## src/rtl/segcache_pkg.sv

```systemverilog
package segcache_pkg;

    localparam int SEG_COUNT   = 4;
    localparam int SEG_IDX_W   = $clog2(SEG_COUNT);
    localparam int SEL_W       = 16;
    localparam int BASE_W      = 24;
    localparam int LIMIT_W     = 16;
    localparam int RIGHTS_W    = 8;
    localparam int OFFSET_W    = 16;
    localparam int SEGTYPE_BIT = 4;

    typedef enum logic [SEG_IDX_W-1:0] {
        SEG_CODE  = 2'd0,
        SEG_STACK = 2'd1,
        SEG_DATA  = 2'd2,
        SEG_EXTRA = 2'd3
    } seg_id_e;

    typedef struct packed {
        logic [BASE_W-1:0]   base;
        logic [LIMIT_W-1:0]  limit;
        logic [RIGHTS_W-1:0] rights;
    } seg_desc_t;

    function automatic logic desc_is_segment(input logic [RIGHTS_W-1:0] rights);
        return rights[SEGTYPE_BIT];
    endfunction

    function automatic logic [BASE_W-1:0] form_addr(input logic [BASE_W-1:0] base,
                                                     input logic [OFFSET_W-1:0] off);
        return base + BASE_W'(off);
    endfunction

endpackage

```

## src/rtl/segcache_load_ctrl.sv

```systemverilog
module segcache_load_ctrl
    import segcache_pkg::*;
#(
    parameter int N = SEG_COUNT,
    localparam int IW = $clog2(N)
) (
    input  logic                clk,
    input  logic                rst,
    input  logic                ld_valid,
    input  logic [IW-1:0]       ld_seg,
    input  logic [RIGHTS_W-1:0] ld_rights,
    output logic [N-1:0]        we,
    output logic                type_fault
);

    logic accept;

    assign accept = ld_valid && desc_is_segment(ld_rights);

    always_comb begin
        we = '0;
        if (accept) we[ld_seg] = 1'b1;
    end

    always_ff @(posedge clk) begin
        if (rst) type_fault <= 1'b0;
        else     type_fault <= ld_valid && !desc_is_segment(ld_rights);
    end

    // at most one entry written per cycle
    a_r3_single_writer: assert property (@(posedge clk) disable iff (rst)
        $onehot0(we));

    // a refused request writes nothing
    a_r4_refused_no_write: assert property (@(posedge clk) disable iff (rst)
        (ld_valid && !ld_rights[SEGTYPE_BIT]) |-> (we == '0));

endmodule

```

## src/rtl/segcache_entry_bank.sv

```systemverilog
module segcache_entry_bank
    import segcache_pkg::*;
#(
    parameter int N = SEG_COUNT
) (
    input  logic                     clk,
    input  logic                     rst,
    input  logic [N-1:0]             we,
    input  logic [SEL_W-1:0]         ld_selector,
    input  seg_desc_t                ld_desc,
    output logic [N-1:0][SEL_W-1:0]  sel_arr,
    output seg_desc_t [N-1:0]        desc_arr,
    output logic [N-1:0]             loaded
);

    for (genvar i = 0; i < N; i++) begin : g_entry
        always_ff @(posedge clk) begin
            if (rst) begin
                sel_arr[i]  <= '0;
                desc_arr[i] <= '0;
                loaded[i]   <= 1'b0;
            end else if (we[i]) begin
                sel_arr[i]  <= ld_selector;
                desc_arr[i] <= ld_desc;
                loaded[i]   <= 1'b1;
            end
        end

        // entry only changes when its own write enable fires
        a_r3_entry_hold: assert property (@(posedge clk) disable iff (rst)
            !we[i] |=> ($stable(sel_arr[i]) && $stable(desc_arr[i])));

        // once loaded, stays loaded until reset
        a_r2_loaded_sticky: assert property (@(posedge clk) disable iff (rst)
            loaded[i] |=> loaded[i]);
    end

endmodule

```

## src/rtl/segcache_addr_gen.sv

```systemverilog
module segcache_addr_gen
    import segcache_pkg::*;
#(
    parameter int N = SEG_COUNT,
    localparam int IW = $clog2(N)
) (
    input  logic                clk,
    input  logic                rst,
    input  logic                ref_valid,
    input  logic [IW-1:0]       ref_seg,
    input  logic [OFFSET_W-1:0] ref_offset,
    input  seg_desc_t [N-1:0]   desc_arr,
    input  logic [N-1:0]        loaded,
    output logic [BASE_W-1:0]   phys_addr,
    output logic                addr_valid,
    output logic                limit_fault,
    output logic                seg_unloaded,
    output logic [RIGHTS_W-1:0] ref_rights
);

    seg_desc_t cur;
    logic      cur_loaded;
    logic      over;

    always_comb begin
        cur        = desc_arr[ref_seg];
        cur_loaded = loaded[ref_seg];
        over       = ref_offset > cur.limit;
        phys_addr  = form_addr(cur.base, ref_offset);
        ref_rights = cur.rights;
        seg_unloaded = ref_valid && !cur_loaded;
        limit_fault  = ref_valid && cur_loaded && over;
        addr_valid   = ref_valid && cur_loaded && !over;
    end

    // a limit fault never comes with a valid address
    a_r7_fault_blocks_valid: assert property (@(posedge clk) disable iff (rst)
        limit_fault |-> !addr_valid);

    // unloaded reference reports neither address nor limit fault
    a_r8_unloaded_exclusive: assert property (@(posedge clk) disable iff (rst)
        seg_unloaded |-> (!addr_valid && !limit_fault));

    // outputs only qualify when a reference is made
    a_r6_needs_request: assert property (@(posedge clk) disable iff (rst)
        (addr_valid || limit_fault || seg_unloaded) |-> ref_valid);

endmodule

```

## src/rtl/segdesc_cache.sv

```systemverilog
module segdesc_cache
    import segcache_pkg::*;
#(
    parameter int N = SEG_COUNT,
    localparam int IW = $clog2(N)
) (
    input  logic                clk,
    input  logic                rst,
    input  logic                ld_valid,
    input  logic [IW-1:0]       ld_seg,
    input  logic [SEL_W-1:0]    ld_selector,
    input  logic [BASE_W-1:0]   ld_base,
    input  logic [LIMIT_W-1:0]  ld_limit,
    input  logic [RIGHTS_W-1:0] ld_rights,
    output logic                type_fault,
    input  logic [IW-1:0]       rd_seg,
    output logic [SEL_W-1:0]    rd_selector,
    input  logic                ref_valid,
    input  logic [IW-1:0]       ref_seg,
    input  logic [OFFSET_W-1:0] ref_offset,
    output logic [BASE_W-1:0]   phys_addr,
    output logic                addr_valid,
    output logic                limit_fault,
    output logic                seg_unloaded,
    output logic [RIGHTS_W-1:0] ref_rights
);

    logic [N-1:0]            we;
    logic [N-1:0][SEL_W-1:0] sel_arr;
    seg_desc_t [N-1:0]       desc_arr;
    logic [N-1:0]            loaded;
    seg_desc_t               ld_desc;

    assign ld_desc = '{base: ld_base, limit: ld_limit, rights: ld_rights};

    segcache_load_ctrl #(.N(N)) u_load (
        .clk        (clk),
        .rst        (rst),
        .ld_valid   (ld_valid),
        .ld_seg     (ld_seg),
        .ld_rights  (ld_rights),
        .we         (we),
        .type_fault (type_fault)
    );

    segcache_entry_bank #(.N(N)) u_bank (
        .clk         (clk),
        .rst         (rst),
        .we          (we),
        .ld_selector (ld_selector),
        .ld_desc     (ld_desc),
        .sel_arr     (sel_arr),
        .desc_arr    (desc_arr),
        .loaded      (loaded)
    );

    segcache_addr_gen #(.N(N)) u_agen (
        .clk          (clk),
        .rst          (rst),
        .ref_valid    (ref_valid),
        .ref_seg      (ref_seg),
        .ref_offset   (ref_offset),
        .desc_arr     (desc_arr),
        .loaded       (loaded),
        .phys_addr    (phys_addr),
        .addr_valid   (addr_valid),
        .limit_fault  (limit_fault),
        .seg_unloaded (seg_unloaded),
        .ref_rights   (ref_rights)
    );

    assign rd_selector = sel_arr[rd_seg];

    // the cycle a refusal is reported, no selector changed at the preceding edge
    a_r4_refusal_keeps_state: assert property (@(posedge clk) disable iff (rst)
        type_fault |-> $stable(sel_arr));

endmodule

```

## config.mk

```make
export PLATFORM = sky130hd
export DESIGN_NAME = segdesc_cache
export DESIGN_NICKNAME = d
export VERILOG_FILES = /design/src/rtl/segcache_pkg.sv /design/src/rtl/segcache_load_ctrl.sv /design/src/rtl/segcache_entry_bank.sv /design/src/rtl/segcache_addr_gen.sv /design/src/rtl/segdesc_cache.sv
export SDC_FILE = /design/constraint.sdc
export NUM_CORES = 1
export LEC_CHECK = 0
export BUFFER_PORTS_ARGS = -buffer_cell sky130_fd_sc_hd__buf_2
export CORE_UTILIZATION = 55
export CTS_CLUSTER_SIZE = 12
export DETAILED_ROUTE_END_ITERATION = 16
export MAX_ROUTING_LAYER = met4
export PLACE_DENSITY = 0.8
export RECOVER_POWER = 100
export SLEW_MARGIN = 5
export SYNTH_ARGS = -nofsm -noshare
export SYNTH_HDL_FRONTEND = slang
export SYNTH_HIERARCHICAL = 1
export SYNTH_SLANG_ARGS = --single-unit
export TNS_END_PERCENT = 50
```

## constraint.sdc

```tcl
create_clock -name clk -period 4.5 [get_ports clk]
set_input_delay 0.45 -clock clk [delete_from_list [all_inputs] [get_ports clk]]
set_output_delay 0.45 -clock clk [all_outputs]
set_load 0.05 [all_outputs]
```

== Yosys cells after proc, flatten, opt, wreduce, memory -nomap -nowiden ==
Index checks and enable logic that the tools add are counted.
Storage, ports and cells
  flip-flop bits (word level): 261
  logic and storage cells: 46
  output and inout bits: 52
Operators by class
  muxes and demuxes: 9
  $lt $le $gt $ge: 5
  $add $sub $neg: 1
  reduce and logical (&&, ||, !) cells: 10
Operator list (number)
  48-bit binary-select mux with 2-bit select: 1
  48-bit 2-to-1 mux: 1
  16-bit binary-select mux with 2-bit select: 1
  24-bit by 16-bit adder with 24-bit output: 1
  16-bit greater-than comparator: 1
  16-bit 2-to-1 mux: 1
  2-bit by 3-bit < comparator with 1-bit output (second input constant): 3
  1-bit logical AND: 7
  4-bit 2-to-1 mux: 1
  1-bit zero test: 3
  1-bit binary-select mux with 2-bit select: 1
  1-bit demux with 2-bit select: 1
  2-bit by 1-bit greater-or-equal comparator with 1-bit output (second input constant): 1
  1-bit 2-to-1 mux: 2

== Logic depth before layout (Yosys ltp) ==
Gate-level depths: netlist of run 1.
  depth after elaboration: 5
  mapped depth: 12
  gate-level depth less buffers: 9

== Cells and area by module ==
Netlist of run 1, hierarchy kept.
Modules (own cells, without submodules)
  segcache_entry_bank: seq. area each 5205.0 µm², area each 9207.6 µm², cells each 837, instances 1
  segcache_addr_gen: seq. area each 0.0 µm², area each 2446.1 µm², cells each 236, instances 1
  segdesc_cache: seq. area each 0.0 µm², area each 424.2 µm², cells each 20, instances 1
  segcache_load_ctrl: seq. area each 20.0 µm², area each 68.8 µm², cells each 6, instances 1

== Worst setup path before layout of run 1 ==
OpenSTA, ideal clock, no wires.
  kind: input to output
  start: input port ref_seg[0]
  end: output port phys_addr[18]
  setup slack: 0.171 ns
  stages on the path: 12
  buffers on the path: 3
  arrival: 3.879 ns
  required time: 4.050 ns
  path through: buf_4 buf_6 buf_2 mux4_2 ha_1 fa_1 a21o_1 a22oi_1 o2111ai_1 a31oi_1 nor2_1 xor2_1
On the way
  longest elaborated chain between the ends: 3
RTL lines
  start, declared: RTL line segdesc_cache.sv:19  | input logic [IW-1:0] ref_seg,
  48-bit binary-select mux with 2-bit select: RTL line segcache_addr_gen.sv:26  | cur = desc_arr[ref_seg];
  48-bit 2-to-1 mux (not written as such): RTL line segcache_addr_gen.sv:26
  24-bit by 16-bit adder with 24-bit output: RTL line segcache_pkg.sv:31  | return base + BASE_W'(off);
  end, declared: RTL line segdesc_cache.sv:21  | output logic [BASE_W-1:0] phys_addr,
Every way passes these cells. The select of a mux whose other input is x is not followed.

== Final worst setup path of run 1 ==
  start: register, netlist name u_bank/desc_arr[168]
  end: output port phys_addr[12]
On the way
  longest elaborated chain between the ends: 3
RTL lines (RTL line)
  48-bit binary-select mux with 2-bit select: segcache_addr_gen.sv:26
  48-bit 2-to-1 mux (not written as such): segcache_addr_gen.sv:26
  24-bit by 16-bit adder with 24-bit output: segcache_pkg.sv:31
Every way passes these cells. The select of a mux whose other input is x is not followed.

==> results of run 1 <==
cell families after synthesis:
kind of cell / count (synthesis) / share of synthesized area (%)
muxes: 321 / 33.3
AOI/OAI and AO/OA: 54 / 3.01
adders and majority gates: 33 / 3.46
DFF: 261 / 43.0
buffers and inverters: 93 / 5.17
xor gates and xnor gates: 21 / 1.51
and+or+nand+nor: 316 / 10.5
cell usage after synthesis, types with 3 or more instances:
cell       instances  share of area, %
dfxtp_1          261                43
clkbuf_1          10              0.31
o21ai_0            4              0.16
mux2i_1          256                21
mux4_2            59                11
a21oi_1           17              0.70
buf_2             33               1.4
o21ai_1            5              0.21
nand4_1            7              0.36
o2111ai_1          3              0.22
buf_8              5              0.62
buf_6             21               1.9
xor2_1             8              0.58
a21o_1             7              0.43
nand2_1           12              0.37
and3_1             5              0.26
inv_1             19              0.59
xnor2_1           13              0.94
a211oi_1           3              0.19
mux4_1             6               1.3
nor2b_1            4              0.21
ha_1              32               3.3
nor2_1           275               8.5
through the flow:
step | utilization [%] | area (sq um) | worst slack [ns] | hold slack [ns]
final | 62.8 | 13700 | 0.313 | 0.196
after global routing | 62.8 | 13700 | 0.157 | 0.198
after CTS | 63.1 | 13700 | 0.497 | 0.179
after detailed placement | 58.9 | 12800 | 0.539 | 0.456
after global placement | 58.9 | 12800 | 0.539 | 0.446
after floorplan | - | 12100 | 0.171 | 0.430
power breakdown:
part | total [W] | switching [W] | internal, W
registers | 0.00239 | 0.0000252 | 0.00236
logic | 0.000526 | 0.000338 | 0.000188
clock network | 0.00227 | 0.000893 | 0.00138
total | 0.00519 | 0.00126 | 0.00393
worst max-delay path: stages (launching register included):
cell and delay [ns]:
dfxtp_1 0.32, mux4_2 0.46, ha_1 0.24, fa_1 0.42
a21o_1 0.21, a221oi_2 0.34, o21ai_2 0.13, a221o_1 0.31
a21oi_2 0.15, xnor2_1 0.13, clkbuf_1 0.48
flip-flops by register name (all words and copies together) (netlist names):
name,count
u_bank/loaded,4
u_load/type_fault,1
u_bank/desc_arr,192
u_bank/sel_arr,64
worst paths after layout:
path | from | end | slack (ns) | depth (start not counted)
min reg2reg | u_bank/loaded[0]$_SDFFE_PP0P_ | u_bank/loaded[0]$_SDFFE_PP0P_ | 0.47 | 2
min | ld_base[3] | u_bank/desc_arr[27]$_SDFFE_PP0P_ | 0.20 | 3
max | u_bank/desc_arr[168]$_SDFFE_PP0P_ | phys_addr[12] | 0.31 | 10
max reg2reg | u_bank/desc_arr[164]$_SDFFE_PP0P_ | u_bank/desc_arr[164]$_SDFFE_PP0P_ | 3.74 | 2
layout make-up:
cell class                 instances  area (sq um)
multi-input combinational        745          6310
clock buffer                      46           880
inverter                          19          71.3
timing repair buffer             158           773
fill                            1809          8090
clock inverter                     4          45.0
sequential                       261          5230
antenna                            4          10.0
tap                              280           350
metal layers:
metal	vias up	wire, microns
met5	-	0
met4	0	643
met3	55	1510
met2	241	13500
met1	4080	11800
li1	4097	-
layout by cell type (no fill, tap or decap), types with 2 or more instances in the layout:
master	n
nor2_1	275
nand2_1	12
buf_4	16
buf_2	91
and4b_4	2
clkbuf_2	5
mux2i_1	256
clkbuf_16	29
and3_1	5
clkinv_2	3
a21oi_1	17
a211oi_1	3
clkbuf_8	9
diode_2	4
xor2_1	8
o2111ai_1	3
nand4_1	7
nor2b_1	4
mux4_1	6
ha_1	32
o211ai_1	2
xnor2_1	13
o21ai_1	5
o21ai_0	4
dfxtp_1	261
nand3_1	2
mux4_2	59
clkbuf_1	54
a21o_1	7
inv_1	19
==> summary.txt, run 1 <==
Outcome
  – Status: finished, violations left
  – Failing checks: max-capacitance violations, max-slew violations

Layout
  – Fin nets: 1336
  – Fin cells: roughly 1500
  – Area Overhead vs Synth: 12.5%
  – Layout cells sized above 1: 18.1%

Placement
  – Post-DP HPWL: about 18000 microns
  – RD Place Congestion: between 0.9 and 1
  – Number of port buffers: 141
  – Dpl cells: around 1500

Floorplanning
  – Die W: 151 microns
  – IO Pins: roughly 140
  – Die height: 151 microns
  – FP Rows: 54
  – Initial core utilization: a little under three fifths
  – Core area: roughly 0.022 sq mm
  – Die Area: ~0.023 sq mm

Pwr
  – Total power: 0.00519 W
  – Maximum vdd drop: approximately 0.30 mV
  – Leak Pwr: ~5.1 nW
  – PwrDens: roughly 380 mW/mm^2

Global routing
  – Global Route Usage Sum: 25.2%
  – GR Util met1: 30.4%
  – GR Util met2: 42.9%
  – Vias in the first global route: roughly 8600
  – Global route overflow: 0
  – Largest net degree at the start of global routing: 123
  – Gr busiest metal: met2
  – Initial antenna violation count: 4
  – Met3 Resource Use GR: under 10%
  – First-pass GRT wire length: about 44000 microns

CTS
  – H-tree depth: 1
  – Root Buffer: clkbuf_16
  – Clock Latency Late Sink: roughly 0.52 ns
  – Post-CTS Hold Fix Bufs: 0
  – CTS tree: yes
  – Clk pin slew, worst setup/hold paths: approximately 0.06 ns
  – Post-CTS Resized: 0
  – Postcts setup bufs: 0
  – CTS max path bufs: 3
  – CTS Buf Count: 28
  – CTS Sinks: around 260

Setup path
  – Maximum fanout along the worst path: 3
  – Worst setup EP type: output port
  – Startpoint types: flip-flop
  – Worst EP arrival: 3.74 ns
  – Worst setup path class: reg2out
  – CP Data Required Time: between 4 and 5 ns

Timing
  – Pin slew with the least headroom to its limit: approximately 2.5 ns
  – Max-slew violation count: roughly 270
  – Max Freq: approximately 240 MHz
  – Rel. slew slack: -64.1%
  – RSZ-0062 raised after global routing: no
  – Fin crit period: 4.19 ns
  – Setup violators final: 0
  – Final Cycle Share: 93.0%
  – Skew final: 0 ns
  – Number of hold violations in the final report: 0
  – Setup TNS: 0 ns

Synthesis
  – Ys Warns: 6
  – Mapped Cells: between 1000 and 1500
  – Netlist Area Pre-Place: about 0.012 sq mm
  – Net count after synthesis: 1222
  – Post-synth EDFFs: 0
  – Flop and latch count out of synthesis: 261
  – Main flop type after synthesis: dfxtp_1
  – Synthesized area per cell: roughly 11 sq um
  – Distinct cells, synth: 52
  – Fraction of registers with async set/reset: 0%
  – Seq/Total Area, Yosys: between 40% and 50%

Job
  – Max cap viols: 3

Detailed routing
  – DR iter-0 viols: 439
  – DR WL/cell: between 15 and 20 microns
  – DR pass1 iterations: 4
  – Via count: around 8500
  – Final ANT Viol Nets: 0
  – Routed vias/inst: between 5 and 6
  – Post-route DRC violation count: 0
  – Routed WL: between 20000 and 30000 microns

Hold path
  – Worst hold path type: in2reg
No activity file was read; power rests on OpenSTA's default activity.
==> inputs of run 2 (changes only) <==
Settings changed: BUFFER_PORTS_ARGS -buffer_cell sky130_fd_sc_hd__buf_2 to -buffer_cell sky130_fd_sc_hd__buf_4, GPL_TIMING_DRIVEN set to 0.
==> run 2 against run 1 <==
Against the previous run: the run now ends clean; sequential power is essentially flat; final area grew 3.2%; global-route usage grew 2.1 points; flip-flop and latch count is the same; sequential share of layout area shrank 1.2 points.
==> summary.txt, run 2 (synthesis gave the netlist of run 1 again) <==
Hold path
  – Hold Startpoint: rst
  – Worst hold path type: in2reg
  – Hold Path Stages: 2 (-1)
  – Hold EP: u_load/type_fault$_SDFF_PP0_

Job
  – Max cap viols: 0 (-3)

CTS
  – CTS max path bufs: 3 (unchanged)
  – CTS Buf Count: 28 (unchanged)
  – Clk pin slew, worst setup/hold paths: 0.06 ns (about the same)
  – CTS tree: yes
  – H-tree depth: 1 (unchanged)
  – Root Buffer: clkbuf_16
  – CTS Sinks: 261 (unchanged)
  – Clock Latency Late Sink: 0.54 ns (+0.02 ns)

Layout
  – Fin nets: 1391 (+4.1%)
  – Layout cells sized above 1: 19.7% (+1.6 points)
  – Reg with most FFs: u_bank/desc_arr
  – Commonest non-fill, non-tap cell in the layout: nor2_1
  – Largest registers: u_bank/desc_arr x192, u_bank/sel_arr x64, u_bank/loaded x4
  – # diodes: 0 (-4)
  – # fillers: 1750 (-3.3%)
  – Area Overhead vs Synth: 16.1%
  – Fin cells: 1565 (+3.2%)
  – Final Cell Area: 0.0141 sq mm (+3.2%)
  – Max reg flops: 192 (unchanged)
  – Most frequent cells in the layout: 275 x nor2_1, 261 x dfxtp_1, 256 x mux2i_1

Placement
  – Dpl cells: 1517 (+3.7%)
  – Post-DP HPWL: 20700 microns (+15%)
  – Number of port buffers: 138 (-2.1%)
  – Placed Area: 0.0135 sq mm (+5.7%)
  – RD Place Congestion: 0.898 (-4.9%)

Detailed routing
  – DR pass1 iterations: 5 (+1)
  – Post-route DRC violation count: 0 (unchanged)
  – DR WL/cell: 18.9 microns (+4.8%)
  – Final ANT Viol Nets: 0 (unchanged)
  – Via count: 8764 (+3.4%)
  – Routed vias/inst: 5.60 (+0.26%)
  – Routed WL: 29600 microns (+8.1%)
  – DR iter-0 viols: 500 (+14%)

Timing
  – Final Cycle Share: 95.3% (+2.2 points)
  – Number of hold violations in the final report: 0 (unchanged)
  – Skew final: 0 ns (unchanged)
  – Setup TNS: 0 ns (unchanged)
  – RSZ-0062 raised after global routing: no
  – Setup violators final: 0 (unchanged)
  – Max-slew violation count: 0 (-100%)
  – Fin crit period: 4.29 ns (+0.101 ns)
  – Hold Slack: 0.0939 ns (-0.102 ns)
  – Rel. slew slack: 39.1% (+100 points)
  – Pin slew with the least headroom to its limit: 0.913 ns (-1.55 ns)
  – Max Freq: 233 MHz (-2.3%)

Global routing
  – Global Route Usage Sum: 27.3% (+2.1 points)
  – First-pass GRT wire length: 46500 microns (+6.1%)
  – Gr busiest metal: met2
  – GR Util met1: 34.1% (+3.7 points)
  – Global route overflow: 0 (unchanged)
  – Met3 Resource Use GR: 5.03% (+0.61 points)
  – Initial antenna violation count: 0 (-4)
  – Vias in the first global route: 8891 (+3.9%)
  – GR Util met2: 44.8% (+1.9 points)
  – Largest net degree at the start of global routing: 15 (-88%)

Setup path
  – Startpoint types: primary input
  – R2r setup slk: 3.80 ns (+0.06 ns)
  – RR Endpoint: u_bank/desc_arr[115]$_SDFFE_PP0P_
  – Maximum fanout along the worst path: 10 (+7)
  – CP Data Required Time: 4.05 ns (about the same)
  – Worst setup path class: in2out
  – Worst r2r src: u_bank/desc_arr[115]$_SDFFE_PP0P_
  – Worst setup EP type: output port
  – Worst EP arrival: 3.84 ns (+0.10 ns)
  – Worst reg-to-reg path cell count: 2 (unchanged)

Floorplanning
  – Die W: 151 microns (unchanged)
  – IO Pins: 142 (unchanged)
  – Core area: 0.0218 sq mm (unchanged)
  – Die height: 151 microns (unchanged)
  – Initial core utilization: 55.8% (unchanged)
  – Die Area: 0.0227 sq mm (unchanged)
  – FP Rows: 54 (unchanged)

Pwr
  – Leak Pwr: 5.28 nW (+4.4%)
  – Total power: 0.00511 W (-1.4%)
  – PwrDens: 363 mW/mm^2 (-4.5%)
  – Maximum vdd drop: 0.273 mV (-8.9%)

Outcome
  – Status: completed
## run 2: routing by layer
metal | wire length (microns) | part of all wire (%)
met3 | 1920 | 6.5
met4 | 813 | 2.7
met5 | 0 | 0
met2 | 14000 | 47
met1 | 12900 | 43
## run 2: worst max path at each step
stage	start	end	slack, ns
2_1_floorplan	ref_seg[0]	phys_addr[18]	0.17
5_1_grt	ref_seg[0]	phys_addr[19]	0.02
4_1_cts	ref_seg[0]	phys_addr[20]	0.02
6_report	ref_seg[0]	phys_addr[16]	0.21
3_5_place_dp	ref_seg[1]	phys_addr[20]	-0.25
3_3_place_gp	ref_seg[1]	phys_addr[20]	-0.25
## run 2: repair_timing
item	in CTS	in global routing
pin swaps	0	1
hold endpoints to repair	0	0
gates resized for setup	2	5
buffers inserted	0	1
endpoints found under the setup margin	4	8
hold buffers	0	0
## run 2: final cells by class
class	instances	area [sq um]	area share [%]
clock buffer	40	816	5.79
multi-input combinational	745	6310	44.8
clock inverter	7	48.8	0.346
buffer	74	353	2.50
timing repair buffer	139	922	6.54
sequential	261	5230	37.1
inverter	19	71.3	0.506
tap	280	350	2.48
## run 2: per-stage QoR
step / util (%) / worst slack [ns]
4_1_cts: 66.2 / 0.0173
3_5_place_dp: 62.2 / -0.252
3_3_place_gp: 62.2 / -0.250
6_report: 64.8 / 0.212
2_1_floorplan: - / 0.171
5_1_grt: 64.8 / 0.0194
## run 2: critical path, cell delays in order
cell and delay [ns]:
buf_4 0.13, buf_6 0.18, clkbuf_4 0.30, mux4_2 0.57, ha_1 0.29, fa_1 0.42, a21o_1 0.21, a22oi_1 0.20
o2111ai_2 0.25, a31oi_4 0.35, buf_4 0.17, xnor2_1 0.10, buf_4 0.21
## run 2: power breakdown
| group | switching, W | internal, W | leakage, nW |
|---|---|---|---|
| clock | 0.000896 | 0.00125 | 0.428 |
| sequential | 0.0000246 | 0.00236 | 2.11 |
| combinational | 0.000353 | 0.000227 | 2.74 |
| total | 0.00127 | 0.00384 | 5.28 |
